### config.mk
export PLATFORM = sky130hd
export DESIGN_NAME = adc_out_port
export DESIGN_NICKNAME = d
export VERILOG_FILES = /design/src/rtl/adc_out_pkg.sv /design/src/rtl/adc_acq_ctrl.sv /design/src/rtl/adc_word_format.sv /design/src/rtl/adc_ser_shift.sv /design/src/rtl/adc_out_port.sv
export SDC_FILE = /design/constraint.sdc
export NUM_CORES = 1
export LEC_CHECK = 0
export ABC_AREA = 1
export BUFFER_PORTS_ARGS = -buffer_cell sky130_fd_sc_hd__buf_2
export CAP_MARGIN = 15
export CORE_ASPECT_RATIO = 0.5
export CORE_MARGIN = 1.5
export CORE_UTILIZATION = 50
export DETAILED_ROUTE_END_ITERATION = 16
export PLACE_DENSITY_LB_ADDON = 0.08
export SLEW_MARGIN = 20
export SYNTH_ARGS = -nofsm -noshare
export SYNTH_HDL_FRONTEND = slang
export SYNTH_HIERARCHICAL = 1
export SYNTH_SLANG_ARGS = --single-unit
### constraint.sdc
create_clock -name clk -period 1.2 [get_ports clk]
set_input_delay 0.12 -clock clk [delete_from_list [all_inputs] [get_ports clk]]
set_output_delay 0.12 -clock clk [all_outputs]
set_load 0.05 [all_outputs]
### src/rtl/adc_out_pkg.sv
`timescale 1ns/1ps
package adc_out_pkg;

  typedef enum logic [1:0] {
    MODE_OFF = 2'd0,
    MODE_PAR = 2'd1,
    MODE_SER = 2'd2
  } port_mode_e;

  function automatic port_mode_e pick_mode(input logic ser_sel,
                                           input logic chip_sel_n,
                                           input logic read_n);
    if (chip_sel_n || read_n) return MODE_OFF;
    return ser_sel ? MODE_SER : MODE_PAR;
  endfunction

endpackage

### src/rtl/adc_acq_ctrl.sv
`timescale 1ns/1ps
module adc_acq_ctrl #(
  parameter int ACQ_CYCLES = 8
) (
  input  logic clk,
  input  logic rst,
  input  logic conv_req,
  input  logic res_valid,
  output logic conv_start,
  output logic conv_busy,
  output logic take_result
);
  localparam int CNT_W = (ACQ_CYCLES < 1) ? 1 : $clog2(ACQ_CYCLES + 1);

  logic [CNT_W-1:0] acq_cnt;
  logic             acq_done;

  assign acq_done    = (acq_cnt == '0);
  assign take_result = conv_busy && res_valid;

  always_ff @(posedge clk) begin
    if (rst) begin
      acq_cnt    <= CNT_W'(ACQ_CYCLES);
      conv_busy  <= 1'b0;
      conv_start <= 1'b0;
    end else begin
      conv_start <= 1'b0;
      if (!acq_done) acq_cnt <= acq_cnt - CNT_W'(1);
      if (take_result) begin
        conv_busy <= 1'b0;
      end else if (!conv_busy && acq_done && conv_req) begin
        conv_busy  <= 1'b1;
        conv_start <= 1'b1;
      end
    end
  end
endmodule

### src/rtl/adc_word_format.sv
`timescale 1ns/1ps
module adc_word_format #(
  parameter int W = 16
) (
  input  logic [W-1:0] raw,
  input  logic         offset_fmt,
  input  logic         swap_bytes,
  output logic [W-1:0] bus
);
  localparam int H = W / 2;

  logic [W-1:0] coded;

  assign coded = offset_fmt ? raw : {~raw[W-1], raw[W-2:0]};

  generate
    if (W % 2 == 0) begin : g_swap
      assign bus = swap_bytes ? {coded[H-1:0], coded[W-1:H]} : coded;
    end else begin : g_noswap
      logic unused_swap;
      assign unused_swap = swap_bytes;
      assign bus = coded;
    end
  endgenerate
endmodule

### src/rtl/adc_ser_shift.sv
`timescale 1ns/1ps
module adc_ser_shift #(
  parameter int W = 16
) (
  input  logic         clk,
  input  logic         rst,
  input  logic         load,
  input  logic [W-1:0] load_word,
  input  logic         active,
  input  logic         edge_rise,
  input  logic         edge_fall,
  input  logic         chain_in,
  output logic         msb
);
  logic [W-1:0] sreg;
  logic         armed;
  logic         pend;

  assign msb = sreg[W-1];

  always_ff @(posedge clk) begin
    if (rst) begin
      sreg  <= '0;
      armed <= 1'b0;
      pend  <= 1'b0;
    end else if (load) begin
      sreg  <= load_word;
      armed <= 1'b0;
    end else if (active) begin
      if (edge_fall) begin
        pend  <= chain_in;
        armed <= 1'b1;
      end
      if (edge_rise && armed) sreg <= {sreg[W-2:0], pend};
    end
  end
endmodule

### src/rtl/adc_out_port.sv
`timescale 1ns/1ps
module adc_out_port
  import adc_out_pkg::*;
#(
  parameter int W          = 16,
  parameter int ACQ_CYCLES = 8
) (
  input  logic         clk,
  input  logic         rst,
  input  logic         conv_req,
  input  logic [W-1:0] res_word,
  input  logic         res_valid,
  input  logic         ser_sel,
  input  logic         chip_sel_n,
  input  logic         read_n,
  input  logic         swap_bytes,
  input  logic         offset_fmt,
  input  logic         shift_clk,
  input  logic         chain_in,
  output logic [W-1:0] par_data,
  output logic         par_oe,
  output logic         ser_out,
  output logic         ser_oe,
  output logic         conv_start,
  output logic         conv_busy
);
  port_mode_e   mode;
  logic         take_result;
  logic [W-1:0] res_q;
  logic [W-1:0] par_word;
  logic [W-1:0] load_word;
  logic         sclk_s1, sclk_s2;
  logic         edge_rise, edge_fall;
  logic         shift_msb;

  assign mode      = pick_mode(ser_sel, chip_sel_n, read_n);
  assign edge_rise = sclk_s1 && !sclk_s2;
  assign edge_fall = !sclk_s1 && sclk_s2;

  adc_acq_ctrl #(.ACQ_CYCLES(ACQ_CYCLES)) u_acq (
    .clk        (clk),
    .rst        (rst),
    .conv_req   (conv_req),
    .res_valid  (res_valid),
    .conv_start (conv_start),
    .conv_busy  (conv_busy),
    .take_result(take_result)
  );

  adc_word_format #(.W(W)) u_fmt_par (
    .raw       (res_q),
    .offset_fmt(offset_fmt),
    .swap_bytes(swap_bytes),
    .bus       (par_word)
  );

  adc_word_format #(.W(W)) u_fmt_load (
    .raw       (res_word),
    .offset_fmt(offset_fmt),
    .swap_bytes(1'b0),
    .bus       (load_word)
  );

  adc_ser_shift #(.W(W)) u_shift (
    .clk      (clk),
    .rst      (rst),
    .load     (take_result),
    .load_word(load_word),
    .active   (mode == MODE_SER),
    .edge_rise(edge_rise),
    .edge_fall(edge_fall),
    .chain_in (chain_in),
    .msb      (shift_msb)
  );

  always_ff @(posedge clk) begin
    if (rst) begin
      res_q    <= '0;
      sclk_s1  <= 1'b0;
      sclk_s2  <= 1'b0;
      par_data <= '0;
      par_oe   <= 1'b0;
      ser_out  <= 1'b0;
      ser_oe   <= 1'b0;
    end else begin
      sclk_s1  <= shift_clk;
      sclk_s2  <= sclk_s1;
      if (take_result) res_q <= res_word;
      par_oe   <= (mode == MODE_PAR);
      par_data <= (mode == MODE_PAR) ? par_word : '0;
      ser_oe   <= (mode == MODE_SER);
      ser_out  <= (mode == MODE_SER) ? shift_msb : 1'b0;
    end
  end
endmodule

## Word level (Yosys, flattened, before mapping)

Cells that the tools add are included.

- Flip-flop bits (word level): 61

- Bitwise operators: 5
- Equality and inequality tests: 2
- Reductions and logical operators: 19
- Add/subtract/negate cells: 1
- Mux-type cells: 11

Operators with widths:

| operator | number |
|---|---|
| two-way mux 16 bit | 6 |
| logical AND 1 bit | 6 |
| two-way mux 2 bit | 3 |
| OR reduction 2 bit | 3 |
| inverter 1 bit | 5 |
| zero test 4 bit | 1 |
| AND reduction 2 bit | 2 |
| nonzero test 2 bit | 2 |
| subtractor 4 x 1 -> 4 bit, second input constant | 1 |
| zero test 1 bit | 3 |
| AND reduction 3 bit | 1 |
| == test 2 x 1 -> 1 bit, second input constant | 1 |
| == test 2 bit, second input constant | 1 |
| two-way mux 1 bit | 2 |
| logical OR 1 bit | 1 |

## Depth between registers and ports, before layout

Gate-level depths: netlist of the first run.

- Depth in word-level cells: 6
- Gate-level depth with buffers: 9
- Mapped depth without buffers: 8

## Hierarchy

Netlist of the first run, hierarchy kept.

By module, submodules not included:

| module | cells an instance | area an instance (µm²) | times used |
|---|---|---|---|
| adc_out_port | 143 | 1203.7 | 1 |
| adc_ser_shift | 135 | 991.0 | 1 |
| adc_word_format | 48 | 220.2 | 2 |
| adc_acq_ctrl | 39 | 291.5 | 1 |

## Worst setup path after synthesis of the first run

OpenSTA, ideal clock, no wires.

- Path type: register to register
- Start: register u_acq.conv_busy
- End: register u_shift.sreg[10]
- Clock period less this slack: 1.623 ns
- Data arrival time: 1.498 ns
- Cell stages (with the launch flop): 10
- Required time: 1.075 ns
- Slack: -0.423 ns
- Library setup time: 0.125 ns
- Buffers on the path: 2
- Cell sequence: dfxtp_1 > nand2_1 > inv_1 > buf_6 > inv_8 > buf_8 > nand2_1 > nand2_1 > nand2_1 > a21oi_2

- Cells in the longest elaborated chain, start to end: 3

Ends and longest elaborated chain:

| element | line | source |
|---|---|---|
| start, declared | adc_acq_ctrl.sv:10 | `output logic conv_busy,` |
| start signal, assigned | adc_acq_ctrl.sv:24 | `conv_busy <= 1'b0;` |
| start signal, assigned | adc_acq_ctrl.sv:30 | `conv_busy <= 1'b0;` |
| start signal, assigned | adc_acq_ctrl.sv:32 | `conv_busy <= 1'b1;` |
| logical AND 1 bit (*) | adc_acq_ctrl.sv:19 | `assign take_result = conv_busy && res_valid;` |
| net take_result | adc_out_port.sv:28 | `logic take_result;` |
| nonzero test 2 bit (no source line) | - |  |
| AND reduction 2 bit (no source line) | - |  |
| end signal, assigned | adc_ser_shift.sv:27 | `sreg <= load_word;` |
| end signal, assigned | adc_ser_shift.sv:34 | `if (edge_rise && armed) sreg <= {sreg[W-2:0], pend};` |
| end, declared | adc_ser_shift.sv:15 | `logic [W-1:0] sreg;` |

Mark *: on every way through the listed nets, which the timed path passes. The rest lies on a longest branch.
A chain may end at the register's enable or synchronous reset.

## Worst setup path in the final report of the first run

- Start: register u_acq.conv_busy
- End: register u_shift.sreg[11]

The elaborated chain is that of the path after synthesis.

==> results of run 1 <==
==> worst register-to-register path: cells and delay by family, from the launching register on <==
kind | cells | cell delay, ps
AND/OR/NAND/NOR | 4 | 360
AO/OA/AOI/OAI | 1 | 110
buffers and inverters | 2 | 240
flip-flops | 1 | 360
==> registers in the layout, summed over array words and instances (netlist names), 4 cells and up <==
name           flops
u_shift/sreg      16
res_q             16
par_data          16
u_acq/acq_cnt      4
==> logic make-up (layout without fill, tap and decap cells) <==
| group | Yosys count | count (layout) | synth area share |
|---|---|---|---|
| other | 1 | 8 | 0.001281 |
| XOR/XNOR | 1 | 1 | 0.002993 |
| AND/OR/NAND/NOR | 208 | 208 | 0.3057 |
| flip-flops | 61 | 61 | 0.4173 |
| AO/OA/AOI/OAI | 63 | 63 | 0.1240 |
| adder cells (fa/ha/maj) | 2 | 2 | 0.008549 |
| buffers and inverters | 77 | 133 | 0.1402 |
==> worst paths after layout <==
kind,to,start,slack [ps]
setup / recovery,u_shift/sreg[11]$_SDFFE_PP0P_,u_acq/conv_busy$_SDFFE_PP0P_,70
hold / removal,res_q[13]$_SDFFE_PP0P_,res_word[13],30
setup reg to reg,u_shift/sreg[11]$_SDFFE_PP0P_,u_acq/conv_busy$_SDFFE_PP0P_,70
hold reg to reg,ser_out$_SDFF_PP0_,u_shift/sreg[15]$_SDFFE_PP0P_,430
==> area by class of cell <==
cell class                 instances  area (sq um)
fill                             537          2019
multi-input combinational        282          1340
sequential                        61          1226
timing repair buffer              57         325.3
clock buffer                      14         285.3
inverter                          60         237.7
tap                               73         91.34
clock inverter                     2         37.54
==> layer usage <==
| metal | share of wire | vias up | track usage |
|---|---|---|---|
| met5 | 0 | - | 0 |
| met4 | 0.022 | 0 | 0.09765 |
| met3 | 0.065 | 15 | 0.07651 |
| met2 | 0.44 | 78 | 0.3234 |
| met1 | 0.47 | 1144 | 0.2483 |
| li1 | - | 1388 | - |
==> synth_stat cells <==
| master | number | area [sq um] |
|---|---|---|
| nand2_1 | 110 | 412.9 |
| dfxtp_1 | 61 | 1221 |
| nor2_1 | 60 | 225.2 |
| inv_1 | 51 | 191.4 |
| o21ai_0 | 31 | 155.2 |
| nand3_1 | 21 | 105.1 |
| o21ai_1 | 12 | 60.06 |
| a21oi_2 | 10 | 87.58 |
| inv_2 | 8 | 30.03 |
| a21oi_1 | 7 | 35.03 |
| buf_6 | 6 | 67.56 |
| buf_4 | 5 | 37.54 |
| nand2_2 | 3 | 18.77 |
| nand3_2 | 3 | 30.03 |
| nand4_1 | 3 | 18.77 |
| buf_2 | 2 | 10.01 |
| clkbuf_8 | 2 | 27.53 |
| ha_1 | 2 | 25.02 |
| nand3_4 | 2 | 35.03 |
| nor3_1 | 2 | 10.01 |
| o21ai_2 | 2 | 17.52 |
| buf_12 | 1 | 20.02 |
| buf_8 | 1 | 15.01 |
| conb_1 | 1 | 3.750 |
| inv_8 | 1 | 11.26 |
| nand2_4 | 1 | 11.26 |
| nor2_2 | 1 | 6.260 |
| nor2_4 | 1 | 11.26 |
| nor3_2 | 1 | 10.01 |
| o211ai_1 | 1 | 7.510 |
| xnor2_1 | 1 | 8.760 |
==> through the flow <==
stage	total power, W	hold slack, ps	std cells	setup WS [ps]
2_1_floorplan	0.002903	189.7	420	-21.63
5_1_grt	0.006031	44.31	549	-0.002998
3_5_place_dp	0.003068	338.8	532	-21.48
4_1_cts	0.005805	20.10	549	13.13
6_report	0.005766	30.58	549	69.19
3_3_place_gp	0.003021	318.2	532	12.46
==> what timing repair did <==
action,in CTS,in global routing
setup endpoints to repair,0,16
hold endpoints to repair,1,0
gates resized for setup,0,4
hold buffers,1,0
==> power breakdown <==
| group | total [W] | internal, W | switching [W] |
|---|---|---|---|
| Combinational | 0.000826 | 0.000282 | 0.000544 |
| Clock | 0.00271 | 0.00184 | 0.000867 |
| Sequential | 0.00223 | 0.00214 | 0.0000831 |
==> impl_metrics.csv, run 1 <==
group,metric,value,unit
status,outcome,"completed",
floorplanning,die_y,57.10,um
placement,numPortBuffers,47,
worst_setup_path,arrival,1400,ps
clock_network,clkTransAtPathRegs,60,ps
placement,place_congestion,0.8413,
route,wirelength,6.045,mm
clock_network,cts_setup_buffers,0,
cells_and_area,layout_commonest_cell,"nand2_1",
global_routing,grt_pass1_wl,10.12,mm
synth,yosys_warnings,6,
clock_network,cts_inserted_buffers,9,
worst_setup_path,cp_top_family,"flip-flops",
power_and_ir_drop,ir_worst_vdd,0.001246,V
worst_setup_path,crit_path_top_delay_cell,"dfxtp_4",
worst_setup_path,cp_num_cells,7,
floorplanning,die_x,111.2,um
worst_setup_path,cp-end-kind,"flip-flop",
floorplanning,core-area,5563,sq um
cells_and_area,antenna_cells,0,
floorplanning,start_util,0.5261,
sta,setup_viol,0,
power_and_ir_drop,power.leakage,1.657,nW
route,drt_iter0_drc,189,
route,drcViolationCount,0,
floorplanning,io_pins,48,
sta,timing.fmax,884.3,MHz
route,vias,2625,
clock_network,root_buffer,"clkbuf_16",
sta,setup_tns,0,ps
worst_hold_path,worstHoldPathType,"primary input to flip-flop",
route,dr.pass1.iters,5,
synth,ys_seq_elements,61,
global_routing,grt_usage,0.2032,
global_routing,grt_max_degree,35,
floorplanning,rows,19,
power_and_ir_drop,cellPowerDensity,1627,nW/um^2
worst_hold_path,hold_depth,3,
synth,avgSynthCellArea,7.086,sq um
worst_setup_path,path_cells,"nand2_4 > inv_6 > inv_8 > nand2_1 > nand2_1 > nand2_1 > a21oi_2",
worst_setup_path,crit_fanout,34,
cells_and_area,layout-drive-gt1-share,0.2269,
sta,slew_violations,0,
worst_setup_path,cp.buffers_inverters,2,
job,drv_cap,0,
cells_and_area,final_util,0.6370,
worst_setup_path,required,1460,ps
worst_setup_path,crit_path_start_kind,"flip-flop",
worst_setup_path,critPathKind,"flip-flop to flip-flop",
synth,netlist-cell-type-count,31,
worst_setup_path,crit_path_max_incr_delay,360,ps
route,vias_per_cell,4.781,
placement,hpwl,4.293,mm
clock_network,cts_max_level,3,
global_routing,grt_pass1_vias,2335,
cells_and_area,final_cell_mix,"nand2_1, nor2_1, dfxtp_1, inv_1, buf_2",
worst_setup_path,worstRegToRegCells,7,
global_routing,overflow,0,
sta,skew,9.420,ps
cells_and_area,final_cell_area,3543,sq um
sta,final.min_clock_period,1131,ps
clock_network,clkSinkCount,61,
clock_network,clockBufferDepth,2,
route,wl_per_cell,11.01,um
synth,yosysSeqAreaShare,0.4173,
clock_network,cts_tree,"done",
cells_and_area,syn_to_final_growth,21.08,%
sta,hold_violations,0,
sta,fin_crit_sh,0.9423,
worst_setup_path,path_common_cell,"nand2_1",
placement,placed_area,3196,sq um
cells_and_area,nNetsFinal,500,
synth,syn-instance-count,413,
floorplanning,dieArea,6349,sq um
route,ant_nets,0,
clock_network,clkLatencyLatePin,330,ps
synth,synth.cell_area,2927,sq um
global_routing,antenna_found_initial,0,
No activity file was read; power rests on OpenSTA's default activity.
==> run 2, diff against run 1 <==
==> constraint.sdc (replaced) <==
create_clock -name clk -period 1.2 [get_ports clk]
set_input_delay 0.24 -clock clk [delete_from_list [all_inputs] [get_ports clk]]
set_output_delay 0.24 -clock clk [all_outputs]
set_load 0.05 [all_outputs]
==> run 2 against run 1 <==
Sequential cell count stayed put. Count of clock-buffer cells in the layout decreased by 2. Non-clock buffer count unchanged. Total power shrank 5.2%. Via count shrank 2.2%. Routed wire length fell by 4.6%. Die area unchanged. Worst hold slack better by 88 ps.
==> impl_metrics.csv, run 2 (same netlist as run 1, synthesis figures left out) <==
group,metric,value,unit
floorplanning,rows,19,
clock_network,clkLatencyLatePin,320,ps
clock_network,cts_max_level,3,
global_routing,grt_usage,0.1943,
sta,setup_viol,0,
worst_setup_path,arrival,890,ps
floorplanning,io_pins,48,
worst_hold_path,worstHoldPathType,"primary input to flip-flop",
route,vias_per_cell,4.691,
cells_and_area,syn_to_final_growth,19.97,%
job,drv_cap,0,
sta,slew_violations,0,
cells_and_area,final_cell_mix,"nand2_1, dfxtp_1, nor2_1, inv_1, buf_2",
sta,fin_crit_sh,0.9389,
route,drcViolationCount,0,
placement,hpwl,4.311,mm
global_routing,overflow,0,
power_and_ir_drop,cellPowerDensity,1556,nW/um^2
sta,skew,5.821,ps
worst_setup_path,crit_fanout,4,
global_routing,grt_pass1_wl,9.784,mm
route,wl_per_cell,10.54,um
worst_setup_path,path_cells,"buf_4",
clock_network,cts_tree,"done",
clock_network,clkTransAtPathRegs,50,ps
route,dr.pass1.iters,4,
cells_and_area,antenna_cells,0,
sta,hold_violations,0,
placement,placed_area,3216,sq um
cells_and_area,fillers,532,
worst_setup_path,cp.buffers_inverters,1,
floorplanning,die_x,111.2,um
floorplanning,start_util,0.5261,
global_routing,grt_pass1_vias,2311,
sta,rsz0062_at_grt,"no",
power_and_ir_drop,ir_worst_vdd,0.001104,V
placement,place_congestion,0.8256,
floorplanning,core-area,5563,sq um
worst_setup_path,crit_path_max_incr_delay,370,ps
worst_setup_path,crit_path_top_delay_cell,"dfxtp_4",
cells_and_area,top_regs,"par_data x16, res_q x16, u_shift/sreg x16",
cells_and_area,final_cell_area,3511,sq um
floorplanning,dieArea,6349,sq um
route,drt_iter0_drc,101,
floorplanning,die_y,57.10,um
worst_setup_path,crit_path_start_kind,"flip-flop",
cells_and_area,final_util,0.6311,
clock_network,cts_inserted_buffers,9,
cells_and_area,layout_commonest_cell,"nand2_1",
power_and_ir_drop,p_total,0.005464,W
worst_setup_path,cp_top_family,"flip-flops",
worst_setup_path,critPathKind,"flip-flop to output port",
route,wirelength,5.767,mm
clock_network,clkSinkCount,61,
global_routing,antenna_found_initial,0,
power_and_ir_drop,power.leakage,1.646,nW
sta,final.min_clock_period,1127,ps
worst_setup_path,required,960,ps
status,outcome,"completed",
sta,timing.fmax,887.6,MHz
clock_network,root_buffer,"clkbuf_16",
clock_network,clockBufferDepth,2,
cells_and_area,nNetsFinal,500,
route,vias,2566,
clock_network,holdBufCountCts,0,
worst_setup_path,cp-end-kind,"output port",
global_routing,grt_max_degree,35,
route,ant_nets,0,
cells_and_area,layout-drive-gt1-share,0.2236,
placement,numPortBuffers,47,
sta,setup_tns,0,ps
run 2: cell type report:
cell class,count,area [sq um],share of cell area
timing repair buffer,57,337.8,0.09622
multi-input combinational,282,1340,0.3817
clock buffer,12,246.5,0.07021
clock inverter,2,35.03,0.009979
sequential,61,1225,0.3489
tap,73,91.34,0.02602
inverter,60,235.2,0.06700
run 2: repair_timing:
item	4_1_cts	5_1_grt
resized for setup	1	2
buffers inserted	0	0
cloned	0	0
endpoints found under the setup margin	1	16
run 2: report_power, final:
| part | leakage [nW] | total, W | switching, W | internal [W] |
|---|---|---|---|---|
| sequential | 0.494 | 0.00222 | 0.0000714 | 0.00215 |
| combinational | 1.01 | 0.000831 | 0.000538 | 0.000293 |
| clock | 0.139 | 0.00242 | 0.000785 | 0.00163 |
| total | 1.65 | 0.00546 | 0.00139 | 0.00407 |
run 2: final timing paths:
kind	from	slack, ps	to	depth (start not counted)
max	u_acq/conv_busy$_SDFFE_PP0P_	70	conv_busy	1
max reg2reg	sclk_s1$_SDFF_PP0_	90	u_shift/sreg[4]$_SDFFE_PP0P_	6
min reg2reg	u_shift/sreg[15]$_SDFFE_PP0P_	440	ser_out$_SDFF_PP0_	2
min	shift_clk	120	sclk_s1$_SDFF_PP0_	3
run 2: routing by layer:
metal,up-vias,routed length (um),GRT usage
met5,-,0,0
met4,0,68,0.07595
met3,9,260,0.06376
met2,50,2547,0.3374
met1,1116,2891,0.2284
li1,1391,-,-
run 2: stage by stage:
step / setup WS, ps / hold slack, ps / instances
after floorplan: -21.63 / 309.7 / 420
after global placement: -5.097 / 427.1 / 533
after detailed placement: -64.52 / 430.1 / 533
after CTS: 37.00 / 106.7 / 547
after global routing: 12.62 / 122.6 / 547
final: 73.38 / 118.4 / 547
run 2: tightest hold or removal path, stage by stage:
cell and delay [ps]:
buf_2 70, inv_1 30, nor2_1 60
==> run 3, diff against run 2 <==
--- a/config.mk
+++ b/config.mk
@@ -13,6 +13,7 @@
 export CORE_UTILIZATION = 50
 export DETAILED_ROUTE_END_ITERATION = 16
 export PLACE_DENSITY_LB_ADDON = 0.08
+export REMOVE_ABC_BUFFERS = 1
 export SLEW_MARGIN = 20
 export SYNTH_ARGS = -nofsm -noshare
 export SYNTH_HDL_FRONTEND = slang
==> run 3 against run 2 <==
Non-clock buffer count is 4 higher. Clock skew is 4.6 ps higher. Worst setup slack worse by 50 ps. Global-route usage is 2.0 points higher. Clock power hardly changed. Largest cell class unchanged.
==> impl_metrics.csv, run 3 (same netlist as run 1, synthesis figures left out) <==
group,metric,value,unit
global_routing,grtUsageMet2,0.3269,
sta,setup_viol,0,
worst_setup_path,crit_fanout,3,
global_routing,top_usage_layer,"met2",
clock_network,holdBufCountCts,0,
worst_hold_path,hold_depth,3,
placement,numPortBuffers,47,
cells_and_area,fillers,520,
route,ant_nets,0,
sta,skew,10.42,ps
global_routing,antenna_found_initial,0,
route,vias_per_cell,4.704,
route,drcViolationCount,0,
route,dr.pass1.iters,4,
sta,rsz0062_at_grt,"yes",
worst_setup_path,cp_top_family,"flip-flops",
global_routing,grt_util_met1,0.2770,
global_routing,grt_usage,0.2144,
clock_network,cts_inserted_buffers,9,
clock_network,clkSinkCount,61,
sta,final.min_clock_period,1177,ps
sta,timing.fmax,849.6,MHz
cells_and_area,layout-drive-gt1-share,0.2474,
worst_hold_path,worstHoldPathType,"primary input to flip-flop",
cells_and_area,syn_to_final_growth,22.23,%
cells_and_area,stdcell_count,554,
worst_setup_path,worstRegToRegCells,8,
clock_network,clockBufferDepth,2,
global_routing,overflow,0,
cells_and_area,nNetsFinal,505,
placement,placed_area,3204,sq um
sta,finalWorstSetupSlack,23.04,ps
power_and_ir_drop,ir_worst_vdd,0.001858,V
cells_and_area,antenna_cells,0,
global_routing,gr-usage-met3,0.07864,
worst_setup_path,crit_path_start_kind,"flip-flop",
worst_hold_path,min-delay-start,"shift_clk",
floorplanning,die_x,111.2,um
placement,pre_cts_slack,-143.8,ps
worst_setup_path,rr_endpoint,"u_shift/sreg[5]$_SDFFE_PP0P_",
worst_hold_path,min_to,"sclk_s1$_SDFF_PP0_",
power_and_ir_drop,power.leakage,1.672,nW
sta,setup_tns,0,ps
power_and_ir_drop,pwr-share-comb,0.158,
global_routing,grt_max_degree,35,
route,drt_iter0_drc,165,
floorplanning,die_y,57.10,um
placement,dp_cells,535,
clock_network,cts_max_level,3,
power_and_ir_drop,p_int,0.003962,W
job,drv_cap,0,
worst_setup_path,required,960,ps
power_and_ir_drop,switchingPower,0.001558,W
floorplanning,io_pins,48,
sta,slew_violations,0,
cells_and_area,final_cell_area,3577,sq um
cells_and_area,top_regs,"par_data x16, res_q x16, u_shift/sreg x16",
power_and_ir_drop,cellPowerDensity,1543,nW/um^2
clock_network,cts_tree,"done",
floorplanning,rows,19,
global_routing,grt_pass1_vias,2401,
worst_setup_path,crit_path_max_incr_delay,320,ps
status,outcome,"completed",
sta,hold_violations,0,
worst_setup_path,cp-end-kind,"output port",
sta,fin_crit_sh,0.9808,
clock_network,root_buffer,"clkbuf_16",
clock_network,clkLatencyLatePin,330,ps
global_routing,grt_pass1_wl,10.64,mm
clock_network,clkTransAtPathRegs,50,ps
cells_and_area,final_util,0.6431,
power_and_ir_drop,clkPwrFrac,0.441,
cells_and_area,layout_commonest_cell,"nand2_1",
placement,place_congestion,0.8362,
floorplanning,start_util,0.5261,
worst_setup_path,path_cells,"buf_4 > buf_6",
route,wl_per_cell,11.42,um
floorplanning,dieArea,6349,sq um
floorplanning,core-area,5563,sq um
worst_setup_path,cp.buffers_inverters,2,
worst_setup_path,regToRegStartpoint,"u_acq/conv_busy$_SDFFE_PP0P_",
cells_and_area,final_cell_mix,"nand2_1, nor2_1, dfxtp_1, inv_1, buf_2",
placement,hpwl,4.464,mm
power_and_ir_drop,switching_share,0.2822,
worst_setup_path,arrival,940,ps
worst_setup_path,critPathKind,"flip-flop to output port",
worst_setup_path,crit_path_top_delay_cell,"dfxtp_2",
power_and_ir_drop,seq_power_share,0.401,
route,vias,2606,
route,wirelength,6.327,mm
worst_setup_path,r2r_slack,40,ps
==> run 3: worst max-delay path by stage <==
stage                     slack, ps  cells past startpoint                          from                       endpoint
after detailed placement       -140                      8                    chip_sel_n   u_shift/sreg[9]$_SDFFE_PP0P_
after global placement          -90                      8                    chip_sel_n  u_shift/sreg[15]$_SDFFE_PP0P_
after CTS                        20                      8  u_acq/conv_busy$_SDFFE_PP0P_   u_shift/sreg[3]$_SDFFE_PP0P_
after floorplan                -760                      6  u_acq/conv_busy$_SDFFE_PP0P_   u_shift/sreg[0]$_SDFFE_PP0P_
final                            20                      2  u_acq/conv_busy$_SDFFE_PP0P_                      conv_busy
after global routing            -40                      8  u_acq/conv_busy$_SDFFE_PP0P_   u_shift/sreg[3]$_SDFFE_PP0P_
==> run 3: worst min-delay path, cell delays in order <==
cell	delay, ps
buf_2	90
inv_1	40
nor2_1	30
==> run 3: power by group through the flow <==
stage / clock network (W) / registers, W / logic (W)
2_1_floorplan: 0 / 0.00228 / 0.000532
3_3_place_gp: 0 / 0.00224 / 0.000787
3_5_place_dp: 0 / 0.00225 / 0.000814
4_1_cts: 0.00248 / 0.00221 / 0.000848
5_1_grt: 0.00257 / 0.00222 / 0.000990
6_report: 0.00244 / 0.00221 / 0.000871
==> run 3: area by class of cell <==
type | instances | area, sq um | share of cell area
flip-flops and latches | 61 | 1224 | 0.3421
multi-input cells | 283 | 1359 | 0.3799
repair buffers | 61 | 379.1 | 0.1060
clock buffers | 11 | 252.7 | 0.07065
well taps | 73 | 91.34 | 0.02553
clock inverters | 5 | 33.78 | 0.009444
inverters | 60 | 237.7 | 0.06646
==> run 3: repair_timing <==
| item | 4_1_cts | 5_1_grt |
|---|---|---|
| setup endpoints to repair | 17 | 20 |
| pin swaps | 0 | 2 |
| resized for setup | 4 | 13 |
| buffers inserted | 2 | 0 |
| cloned | 0 | 1 |
==> run 3: routing by layer <==
metal	share of wire	vias to the layer above
met2	0.42	63
met4	0.013	0
met5	0	-
met3	0.059	9
met1	0.50	1141
li1	-	1393
==> run 3: per-stage QoR <==
| step | hold WS (ps) | total power [W] |
|---|---|---|
| after floorplan | 302.4 | 0.002814 |
| after global placement | 423.6 | 0.003031 |
| after detailed placement | 420.6 | 0.003064 |
| after CTS | 102.7 | 0.005536 |
| after global routing | 129.8 | 0.005782 |
| final | 109.8 | 0.005520 |
